$ cat config.mk
export PLATFORM = sky130hd
export DESIGN_NAME = mbus_ctrl
export DESIGN_NICKNAME = d
export VERILOG_FILES = /design/src/rtl/mbc_pkg.sv /design/src/rtl/mbc_decode.sv /design/src/rtl/mbc_lanes.sv /design/src/rtl/mbus_ctrl.sv
export SDC_FILE = /design/constraint.sdc
export NUM_CORES = 1
export LEC_CHECK = 0
export BUFFER_PORTS_ARGS = -buffer_cell sky130_fd_sc_hd__buf_2
export CORE_AREA = 3 3 174 176
export CTS_BUF_LIST = sky130_fd_sc_hd__clkbuf_8 sky130_fd_sc_hd__clkbuf_16
export CTS_CLUSTER_SIZE = 12
export DETAILED_ROUTE_END_ITERATION = 7
export DIE_AREA = 0 0 177 179
export GPL_ROUTABILITY_DRIVEN = 1
export HOLD_SLACK_MARGIN = 0.06
export PLACE_DENSITY = 0.6
export SYNTH_ARGS = -nofsm -noshare
export SYNTH_HDL_FRONTEND = slang
export SYNTH_SLANG_ARGS = --single-unit
$ cat constraint.sdc
create_clock -name clk -period 5.2 [get_ports clk]
set_input_delay 0.52 -clock clk [delete_from_list [all_inputs] [get_ports clk]]
set_output_delay 0.52 -clock clk [all_outputs]
set_load 0.02 [all_outputs]
$ cat src/rtl/mbc_pkg.sv
package mbc_pkg;

    typedef enum logic [1:0] {
        PH_IDLE = 2'd0,
        PH_ADDR = 2'd1,
        PH_DATA = 2'd2
    } phase_e;

    typedef struct packed {
        logic [31:0] addr;    // address of the current cycle
        logic [31:0] shift;   // write data, left-justified, next piece on top
        logic [31:0] acc;     // read data gathered so far
        logic        write;
        logic [2:0]  tw;      // bytes moved per cycle
        logic [2:0]  beats;   // cycles still to run, including the current one
    } xfer_t;

    function automatic logic [2:0] code_bytes(input logic [1:0] code);
        case (code)
            2'd0:    return 3'd1;
            2'd1:    return 3'd2;
            default: return 3'd4;
        endcase
    endfunction

    function automatic logic [31:0] top_lanes(input logic [2:0] tw);
        case (tw)
            3'd1:    return 32'hFF00_0000;
            3'd2:    return 32'hFFFF_0000;
            default: return 32'hFFFF_FFFF;
        endcase
    endfunction

    function automatic logic [31:0] left_justify(input logic [31:0] d, input logic [2:0] nbytes);
        case (nbytes)
            3'd1:    return {d[7:0], 24'h0};
            3'd2:    return {d[15:0], 16'h0};
            default: return d;
        endcase
    endfunction

    function automatic logic [31:0] advance(input logic [31:0] d, input logic [2:0] tw);
        case (tw)
            3'd1:    return {d[23:0], 8'h0};
            3'd2:    return {d[15:0], 16'h0};
            default: return 32'h0;
        endcase
    endfunction

endpackage

$ cat src/rtl/mbc_decode.sv
module mbc_decode #(
    parameter int NUM_CS = 4,
    localparam int SEL_W = (NUM_CS > 1) ? $clog2(NUM_CS) : 1
) (
    input  logic [31:0]          addr,
    input  logic [NUM_CS*32-1:0] base,
    input  logic [NUM_CS*32-1:0] mask,
    output logic                 hit,
    output logic [SEL_W-1:0]     sel
);
    logic [NUM_CS-1:0] match;
    logic              unused_low_bits;

    genvar g;
    generate
        for (g = 0; g < NUM_CS; g++) begin : g_win
            assign match[g] = mask[g*32] &&
                ((addr[31:16] & ~mask[g*32+16 +: 16]) == base[g*32+16 +: 16]);
        end
    endgenerate

    // lowest index has priority
    always_comb begin
        hit = 1'b0;
        sel = '0;
        for (int i = NUM_CS - 1; i >= 0; i--) begin
            if (match[i]) begin
                hit = 1'b1;
                sel = SEL_W'(i);
            end
        end
    end

    assign unused_low_bits = ^{base, mask, addr[15:0]};

endmodule

$ cat src/rtl/mbc_lanes.sv
module mbc_lanes
    import mbc_pkg::*;
(
    input  phase_e      phase,
    input  logic        write,
    input  logic [2:0]  tw,
    input  logic [31:0] addr,
    input  logic [31:0] shift,
    input  logic [31:0] acc,
    input  logic [31:0] ad_in,
    output logic [31:0] ad_out,
    output logic        ad_oe,
    output logic [31:0] acc_next
);
    logic [31:0] lanes;

    assign lanes = top_lanes(tw);

    always_comb begin
        case (phase)
            PH_ADDR: begin
                ad_out = addr;
                ad_oe  = 1'b1;
            end
            PH_DATA: begin
                ad_out = write ? ((shift & lanes) | (addr & ~lanes)) : addr;
                ad_oe  = write;
            end
            default: begin
                ad_out = 32'h0;
                ad_oe  = 1'b0;
            end
        endcase
    end

    always_comb begin
        case (tw)
            3'd1:    acc_next = {acc[23:0], ad_in[31:24]};
            3'd2:    acc_next = {acc[15:0], ad_in[31:16]};
            default: acc_next = ad_in;
        endcase
    end

endmodule

$ cat src/rtl/mbus_ctrl.sv
module mbus_ctrl
    import mbc_pkg::*;
#(
    parameter int NUM_CS = 4,
    parameter int WAIT_W = 4,
    localparam int SEL_W = (NUM_CS > 1) ? $clog2(NUM_CS) : 1
) (
    input  logic                     clk,
    input  logic                     rst,
    input  logic                     req_valid,
    input  logic [31:0]              req_addr,
    input  logic                     req_write,
    input  logic [1:0]               req_size,
    input  logic [31:0]              req_wdata,
    output logic                     req_done,
    output logic [31:0]              req_rdata,
    input  logic [NUM_CS*32-1:0]     cfg_base,
    input  logic [NUM_CS*32-1:0]     cfg_mask,
    input  logic [NUM_CS*WAIT_W-1:0] cfg_wait,
    input  logic [NUM_CS*2-1:0]      cfg_pw,
    output logic [31:0]              bus_ad_out,
    output logic                     bus_ad_oe,
    input  logic [31:0]              bus_ad_in,
    output logic                     bus_ale,
    output logic                     bus_rw_n,
    output logic [NUM_CS-1:0]        bus_cs_n
);
    phase_e            phase;
    xfer_t             x;
    logic [SEL_W-1:0]  sel_q;
    logic [WAIT_W-1:0] wcnt;
    logic [WAIT_W-1:0] wlim;
    logic              done_q;

    logic              dec_hit;
    logic [SEL_W-1:0]  dec_sel;
    logic [2:0]        req_bytes;
    logic [2:0]        port_bytes;
    logic [2:0]        tw_n;
    logic [2:0]        beats_n;
    logic [31:0]       acc_next;
    logic              accept;

    mbc_decode #(.NUM_CS(NUM_CS)) u_decode (
        .addr (req_addr),
        .base (cfg_base),
        .mask (cfg_mask),
        .hit  (dec_hit),
        .sel  (dec_sel)
    );

    mbc_lanes u_lanes (
        .phase    (phase),
        .write    (x.write),
        .tw       (x.tw),
        .addr     (x.addr),
        .shift    (x.shift),
        .acc      (x.acc),
        .ad_in    (bus_ad_in),
        .ad_out   (bus_ad_out),
        .ad_oe    (bus_ad_oe),
        .acc_next (acc_next)
    );

    // split planning for the incoming request
    always_comb begin
        req_bytes  = code_bytes(req_size);
        port_bytes = code_bytes(cfg_pw[int'(dec_sel)*2 +: 2]);
        tw_n       = (req_bytes <= port_bytes) ? req_bytes : port_bytes;
        if (req_bytes <= port_bytes)
            beats_n = 3'd1;
        else if (req_bytes == 3'd4 && port_bytes == 3'd1)
            beats_n = 3'd4;
        else
            beats_n = 3'd2;
    end

    assign accept = (phase == PH_IDLE) && req_valid && !done_q;

    always_ff @(posedge clk) begin
        if (rst) begin
            phase  <= PH_IDLE;
            x      <= '0;
            sel_q  <= '0;
            wcnt   <= '0;
            wlim   <= '0;
            done_q <= 1'b0;
        end else begin
            done_q <= 1'b0;
            case (phase)
                PH_IDLE: begin
                    if (accept) begin
                        x.addr  <= req_addr;
                        x.write <= req_write;
                        x.tw    <= tw_n;
                        x.beats <= beats_n;
                        x.shift <= left_justify(req_wdata, req_bytes);
                        x.acc   <= 32'h0;
                        sel_q   <= dec_sel;
                        wlim    <= cfg_wait[int'(dec_sel)*WAIT_W +: WAIT_W];
                        if (dec_hit) phase  <= PH_ADDR;
                        else         done_q <= 1'b1;
                    end
                end
                PH_ADDR: begin
                    phase <= PH_DATA;
                    wcnt  <= '0;
                end
                PH_DATA: begin
                    if (wcnt == wlim) begin
                        if (!x.write) x.acc <= acc_next;
                        if (x.beats == 3'd1) begin
                            phase  <= PH_IDLE;
                            done_q <= 1'b1;
                        end else begin
                            phase   <= PH_ADDR;
                            x.beats <= x.beats - 3'd1;
                            x.addr  <= x.addr + {29'h0, x.tw};
                            x.shift <= advance(x.shift, x.tw);
                        end
                    end else begin
                        wcnt <= wcnt + 1'b1;
                    end
                end
                default: phase <= PH_IDLE;
            endcase
        end
    end

    assign req_done  = done_q;
    assign req_rdata = x.acc;
    assign bus_ale   = (phase == PH_ADDR);
    assign bus_rw_n  = !((phase != PH_IDLE) && x.write);
    assign bus_cs_n  = (phase == PH_DATA) ? ~(NUM_CS'(1) << sel_q) : '1;

    // at most one chip select low at a time
    p_cs_onehot_r5: assert property (@(posedge clk) disable iff (rst)
        $onehot0(~bus_cs_n));

    // latch strobe lasts a single clock
    p_ale_single_r3: assert property (@(posedge clk) disable iff (rst)
        bus_ale |=> !bus_ale);

    // no chip select during the address clock
    p_ale_no_cs_r3: assert property (@(posedge clk) disable iff (rst)
        bus_ale |-> (&bus_cs_n));

    // data phase with chip select follows every address clock
    p_cs_after_ale_r4: assert property (@(posedge clk) disable iff (rst)
        bus_ale |=> !(&bus_cs_n));

    // direction does not change inside a data phase
    p_rw_stable_r8: assert property (@(posedge clk) disable iff (rst)
        !(&bus_cs_n) |-> $stable(bus_rw_n));

    // completion only with the bus quiet
    p_done_quiet_r10: assert property (@(posedge clk) disable iff (rst)
        req_done |-> ((&bus_cs_n) && !bus_ale));

    // done is a single pulse
    p_done_pulse_r10: assert property (@(posedge clk) disable iff (rst)
        (req_done && !$past(req_done)) |=> !req_done);

endmodule

After elaboration in Yosys (flattened, before gate mapping)

Index checks and enable logic that the tools add are counted.

Multiplexer cells: 41
$add $sub $neg: 3
Reductions and logical operators: 21
Eq/ne operators: 22
Magnitude comparators: 1
Shift operators: 3
Bitwise gates (word level): 13

Operator list:

| kind                                                                   | number |
|---|---|
| 32-bit one-hot mux with 2 select lines                                 | 4 |
| 96-bit one-hot mux with 2 select lines                                 | 1 |
| 103-bit two-way mux                                                    | 1 |
| 96-bit two-way mux                                                     | 1 |
| 16-bit bitwise AND                                                     | 4 |
| 32-bit bitwise AND                                                     | 2 |
| 16-bit equality test                                                   | 4 |
| 32-bit two-way mux                                                     | 2 |
| 64-bit two-way mux                                                     | 1 |
| 16-bit NOT                                                             | 4 |
| 24-bit one-hot mux with 2 select lines                                 | 1 |
| 32-bit by 3-bit adder with 32-bit output                               | 1 |
| 32-bit NOT                                                             | 1 |
| 32-bit bitwise OR                                                      | 1 |
| 3-bit one-hot mux with 2 select lines                                  | 3 |
| 16-bit by 5-bit indexed part select with 4-bit output                  | 1 |
| 3-bit two-way mux                                                      | 5 |
| 2-bit two-way mux                                                      | 7 |
| 3-bit by 1-bit equality test with 1-bit output (second input constant) | 4 |
| 2-bit != test (second input constant)                                  | 6 |
| 1-bit two-way mux                                                      | 9 |
| 1-bit logical AND                                                      | 8 |
| 4-bit two-way mux                                                      | 2 |
| 4-bit one-hot mux with 2 select lines                                  | 1 |
| other kinds (19)                                                       | 30 |

Register bits after elaboration: 116
Logic and storage cells: 115
Output and inout port bits: 72
Bits of input ports: 382

Depth between registers and ports, before layout

Depth after elaboration: 17
Gate-level depth with buffers: 18

By module

From an unflattened synthesis, not the netlist that was laid out.

Cells, all modules: 1,283
Area, all modules: 9,467.8 µm²

Modules (own cells, without submodules):

| module     | cells an instance | times used | area each (µm²) |
|---|---|---|---|
| mbus_ctrl  | 781               | 1          | 6,232.2 |
| mbc_lanes  | 343               | 1          | 2,064.5 |
| mbc_decode | 159               | 1          | 1,171.1 |

Worst setup path before layout

OpenSTA, ideal clock, no wires.

Kind: input to register
Start: input port req_addr[23]
End: register, netlist name x[4]
Path buffers: 1
Slack: 1,488 ps
Library setup time: 88 ps
Stages: 16
Arrival: 3,623 ps
Cells stage by stage: nor2b_1 -> xnor2_1 -> nand4_1 -> or4_1 -> a211oi_4 -> buf_6 -> mux2i_1 -> mux2i_4 -> nand2_1 -> ha_1 -> nor2b_1 -> o21ai_0 -> inv_1 -> o21ai_0 -> nand2_1 -> a311oi_2

Cells in the longest elaborated chain, start to end: 12
Elaborated cells between the ends (all ways): 22
Those cells by class: order compare (1); eq/ne (5); shift (1); mux (6); bitwise (4); reduce/logical (5)

RTL lines:

| element                                                                                    | RTL line         | text |
|---|---|---|
| start: declaration                                                                         | mbus_ctrl.sv:11  | `input logic [31:0] req_addr,` |
| 16-bit bitwise AND                                                                         | mbc_decode.sv:18 | `((addr[31:16] & ~mask[g*32+16 +: 16]) == base[g*32+16 +: 16]);` |
| 16-bit equality test                                                                       | mbc_decode.sv:18 |  |
| 1-bit logical AND                                                                          | mbc_decode.sv:17 | `assign match[g] = mask[g*32] &&` |
| 2-bit two-way mux (3 in a row)                                                             | mbc_decode.sv:27 | `if (match[i]) begin` |
| 2-bit two-way mux *                                                                        | mbc_decode.sv:27 |  |
| 8-bit by 4-bit indexed part select with 2-bit output *                                     | mbus_ctrl.sv:68  | `port_bytes = code_bytes(cfg_pw[int'(dec_sel)*2 +: 2]);` |
| 2-bit by 1-bit equality test with 1-bit output / 2-bit logical NOT (equally long branches) | mbc_pkg.sv:19    | `case (code)` |
| 3-bit one-hot mux with 2 select lines *                                                    | mbc_pkg.sv:19    |  |
| 3-bit less-or-equal comparator                                                             | mbus_ctrl.sv:69  | `tw_n = (req_bytes <= port_bytes) ? req_bytes : port_bytes;` |
| 3-bit two-way mux *                                                                        | mbus_ctrl.sv:69  |  |

Mark *: on every way between the ends. The rest lies on a longest branch, timed or not.
A chain may end at the register's enable or synchronous reset.

Worst setup path in the final report

Start: input port req_addr[27]
End: register, netlist name x[4]

Cells in the longest elaborated chain, start to end: 12
Elaborated cells between the ends (all ways): 22
Those cells by class: order compare (1); eq/ne (5); shift (1); mux (6); bitwise (4); reduce/logical (5)

RTL lines:

| element                                                                                    | RTL line |
|---|---|
| 16-bit bitwise AND                                                                         | mbc_decode.sv:18 |
| 16-bit equality test                                                                       | mbc_decode.sv:18 |
| 1-bit logical AND                                                                          | mbc_decode.sv:17 |
| 2-bit two-way mux (3 in a row)                                                             | mbc_decode.sv:27 |
| 2-bit two-way mux *                                                                        | mbc_decode.sv:27 |
| 8-bit by 4-bit indexed part select with 2-bit output *                                     | mbus_ctrl.sv:68 |
| 2-bit by 1-bit equality test with 1-bit output / 2-bit logical NOT (equally long branches) | mbc_pkg.sv:19 |
| 3-bit one-hot mux with 2 select lines *                                                    | mbc_pkg.sv:19 |
| 3-bit less-or-equal comparator                                                             | mbus_ctrl.sv:69 |
| 3-bit two-way mux *                                                                        | mbus_ctrl.sv:69 |

Marked as above.

==> flow_summary.rst <==
.. list-table::
   :header-rows: 1

   * - Metric
     - Value
   * - Detailed-router iteration count before antenna repair
     - 5
   * - Number of diodes added for antenna fixing
     - 0
   * - Critical setup path kind
     - input pin to flip-flop
   * - Syn-to-layout area delta
     - 27.66%
   * - Req. time, crit path
     - 5.53 ns
   * - IO Pins
     - 454
   * - Worst Skew
     - 0.01193 ns
   * - Cells on worst reg2reg path
     - 10
   * - Routed wirelength normalized by instance count
     - 19.41 um
   * - DIE HEIGHT
     - 179 um
   * - Total Routing Usage GR
     - 21.09%
   * - Unique cell type count in the Yosys netlist
     - 59
   * - Most prevalent standard cell on the critical path
     - sky130_fd_sc_hd__mux2i_1
   * - Non-filler cells in the finished layout
     - 1,804
   * - Cell-by-cell trace of the critical path
     - buf_2, nor2b_1, mux2i_1, nand4_1, or4_1, a211oi_4, mux2i_1, mux2i_1, inv_2, nand2_1, ha_1, nor2b_1, o21ai_0, inv_1, o21ai_0, nand2_1, a311oi_2
   * - Number of standard cells after synthesis
     - 1,158
   * - Seq cells post-synth
     - approximately 120
   * - Number of clock sinks
     - 116
   * - Routed via count divided by cell count
     - 5.263
   * - Core outline area
     - 28,780 sq um
   * - Worst-path fanout max
     - 6
   * - Number of instances in the placed design
     - 1,772
   * - Via count
     - 9,494
   * - Total wirelength of the detailed-routed design
     - between 30,000 and 40,000 um
   * - Skew-Pair Late Insertion Delay
     - 0.42 ns
   * - Max capacitance violation total
     - 0
   * - Row count
     - 62
   * - # hold bufs at CTS
     - 0
   * - Floorplan die area
     - 31,680 sq um
   * - Data arrival, critical path
     - 4.65 ns
   * - Min Tclk post-route
     - 4.324 ns
   * - Seq/Total Area, Yosys
     - approximately 27%
   * - Worst supply voltage drop on vdd
     - 207.8 uV
   * - Slew Limit Fails
     - 0
   * - Combined area of all synthesized cells
     - 8478 sq um
   * - Largest net degree at the start of global routing
     - 74
   * - Final-stage net count
     - between 1,500 and 2,000
   * - Wire length of the first global-routing pass
     - 51,560 um
   * - Peak clock frequency supported by timing
     - 0.2313 GHz
   * - Port-buffer cells
     - 329
   * - Final clock period utilization by the worst path
     - slightly above 80%
   * - Endpoint of the worst hold path
     - x[6]
   * - Slowest CP cell
     - sky130_fd_sc_hd__or4_1
   * - Status
     - finished, final reports clean
   * - Most common flop cell mapped by yosys
     - sky130_fd_sc_hd__dfxtp_1
   * - Weighted congestion at the end of routability-driven global placement
     - 0.8357
   * - Reg2reg setup slack
     - 1.92 ns
   * - Number of H-tree branching levels
     - 4
   * - Setup Viol. Count Final
     - 0
   * - Count of flip-flops with a built-in enable after synthesis
     - 0
   * - Clock-pin slew of the registers on the worst-case setup and hold paths
     - 0.06 ns
   * - Critical R2R Capture
     - x[74]
   * - Antenna violations before repair
     - 14
   * - Share of cells above drive strength 1
     - 27.89%
   * - Asr flop ratio synth
     - 0%
   * - Leakage Power
     - 4.329 nW
   * - Count of synthesis-stage warnings from yosys
     - 0
   * - Launching element type of the critical path
     - input pin
   * - Detailed-placement wirelength estimate
     - 26,480 um
   * - Worst hold path startpoint
     - req_write
   * - Stage delay of the slowest cell on the critical path
     - 0.52 ns
   * - Setup repair after global routing missed its margin
     - no
   * - Initial core utilization
     - between 20% and 30%
   * - Final Hold Violating Endpoints
     - 0
   * - Clock tree from TritonCTS
     - yes
   * - Die width
     - roughly 180 um
   * - Transition time of the tightest slew-check pin
     - 1.186 ns
   * - Cts bufs inserted
     - 17
   * - Headroom to the max-slew limit
     - 20.75%
   * - Iteration-0 DRC Markers
     - 640
   * - Mean post-synth cell area
     - 7.321 sq um
   * - Sum of overflow across all layers after global routing
     - 0
   * - Syn Nets
     - 1,554
   * - Count of cells along the worst hold path
     - 3
   * - Vias in the first global route
     - slightly above 9,000
   * - Power density over the cells
     - 350.6 nW/um^2
   * - Master cell of the clock root buffer
     - sky130_fd_sc_hd__clkbuf_16
   * - Max Buffers Root-to-Sink
     - 2
   * - Path type of the worst min-delay path
     - input pin to flip-flop
   * - Critical Path Sink Type
     - flip-flop
   * - Setup TNS
     - 0 ns
   * - Buffer count from post-CTS setup fixing
     - 0
   * - CTS-repair resized insts
     - 0
   * - Antenna-violating nets left
     - 0
   * - Remaining DRCs
     - 0
   * - Worst reg2reg startpoint
     - phase[0]
==> Yosys cell counts, drive strengths merged (26+ instances only) <==
cell	number	area share, %
buf	40	3.3
nor2b	101	7.5
a21oi	127	7.5
a22oi	75	6.6
a221oi	29	3.0
xnor2	67	6.9
nor3	53	3.1
nand2	111	4.9
clkbuf	75	3.3
o21ai	26	1.5
nor2	131	5.8
dfxtp	116	27
==> metal layers <==
layer	track usage [%]	up-vias	share of wire, %
met5	0	-	0.52
met4	7.332	28	3.2
met3	7.709	77	11
met2	37.13	422	49
met1	23.44	4369	37
li1	-	4598	-
==> worst max path at each step <==
| stage | depth (start not counted) | start | to |
|---|---|---|---|
| after floorplan | 16 | req_addr[23] | x[4] |
| after global placement | 17 | req_addr[27] | x[3] |
| after detailed placement | 17 | req_addr[27] | x[4] |
| after CTS | 17 | req_addr[27] | x[4] |
| after global routing | 17 | req_addr[27] | x[4] |
| final | 17 | req_addr[27] | x[4] |
==> placed cells by master, fill, tap and decap left out, types with 21 or more instances in the layout <==
| master | n |
|---|---|
| sky130_fd_sc_hd__mux2i_1 | 21 |
| sky130_fd_sc_hd__a221oi_1 | 29 |
| sky130_fd_sc_hd__nand4_1 | 23 |
| sky130_fd_sc_hd__nand2_1 | 110 |
| sky130_fd_sc_hd__nor2b_1 | 101 |
| sky130_fd_sc_hd__dfxtp_1 | 116 |
| sky130_fd_sc_hd__nor3_1 | 51 |
| sky130_fd_sc_hd__o21ai_0 | 25 |
| sky130_fd_sc_hd__buf_2 | 328 |
| sky130_fd_sc_hd__xnor2_1 | 67 |
| sky130_fd_sc_hd__a22o_1 | 24 |
| sky130_fd_sc_hd__a22oi_1 | 75 |
| sky130_fd_sc_hd__nor2_1 | 129 |
| sky130_fd_sc_hd__a21oi_1 | 127 |
==> report_power, final <==
part / leakage, nW / total (W) / switching, W / internal [W]
registers: 0.946 / 0.00123 / 0.000186 / 0.00104
clock network: 0.295 / 0.00125 / 0.000484 / 0.000768
logic: 3.09 / 0.00131 / 0.000823 / 0.000490
total: 4.33 / 0.00379 / 0.00149 / 0.00230
==> critical path: cells and delay by family <==
family | cells | cell delay, ns
and+or+nand+nor | 6 | 1.29
AOI/OAI and AO/OA | 4 | 1.29
muxes | 3 | 0.96
buffers and inverters | 3 | 0.35
adders and majority gates | 1 | 0.23
==> flip-flops by register name, indices dropped and copies added, names as in the netlist <==
name / count
req_done: 1
wlim: 4
phase: 2
sel_q: 2
wcnt: 4
x: 71
req_rdata: 32
==> cells by family after synthesis <==
group / count (synthesis) / synth area share [%]
buf+inv: 134 / 7.453
flops: 116 / 27.39
fa+ha+maj: 14 / 2.155
xor+xnor: 69 / 7.128
mux: 26 / 3.276
compound gates: 330 / 25.74
simple gates: 469 / 26.86
==> layout make-up <==
cell class                 count  area (sq um)
timing repair buffer         345          1769
multi-input combinational    908          5558
inverter                      19         71.32
sequential                   116          2322
clock buffer                  17         425.4
clock inverter                15         196.4
fill                        3026         17960
tap                          384         480.5
==> per-stage QoR <==
stage	setup WS, ns	area, sq um	hold WS (ns)	power, W	util (%)
5_1_grt	0.5490	10820	0.3395	0.004024	37.61
2_1_floorplan	1.488	8478	0.4488	0.002100	-
4_1_cts	0.8059	10820	0.3265	0.003807	37.61
6_report	0.8760	10820	0.3401	0.003795	37.61
3_5_place_dp	0.3825	10200	0.4615	0.002544	35.44
3_3_place_gp	0.4281	10200	0.4633	0.002529	35.44
Power figures use the tool's default switching activity.
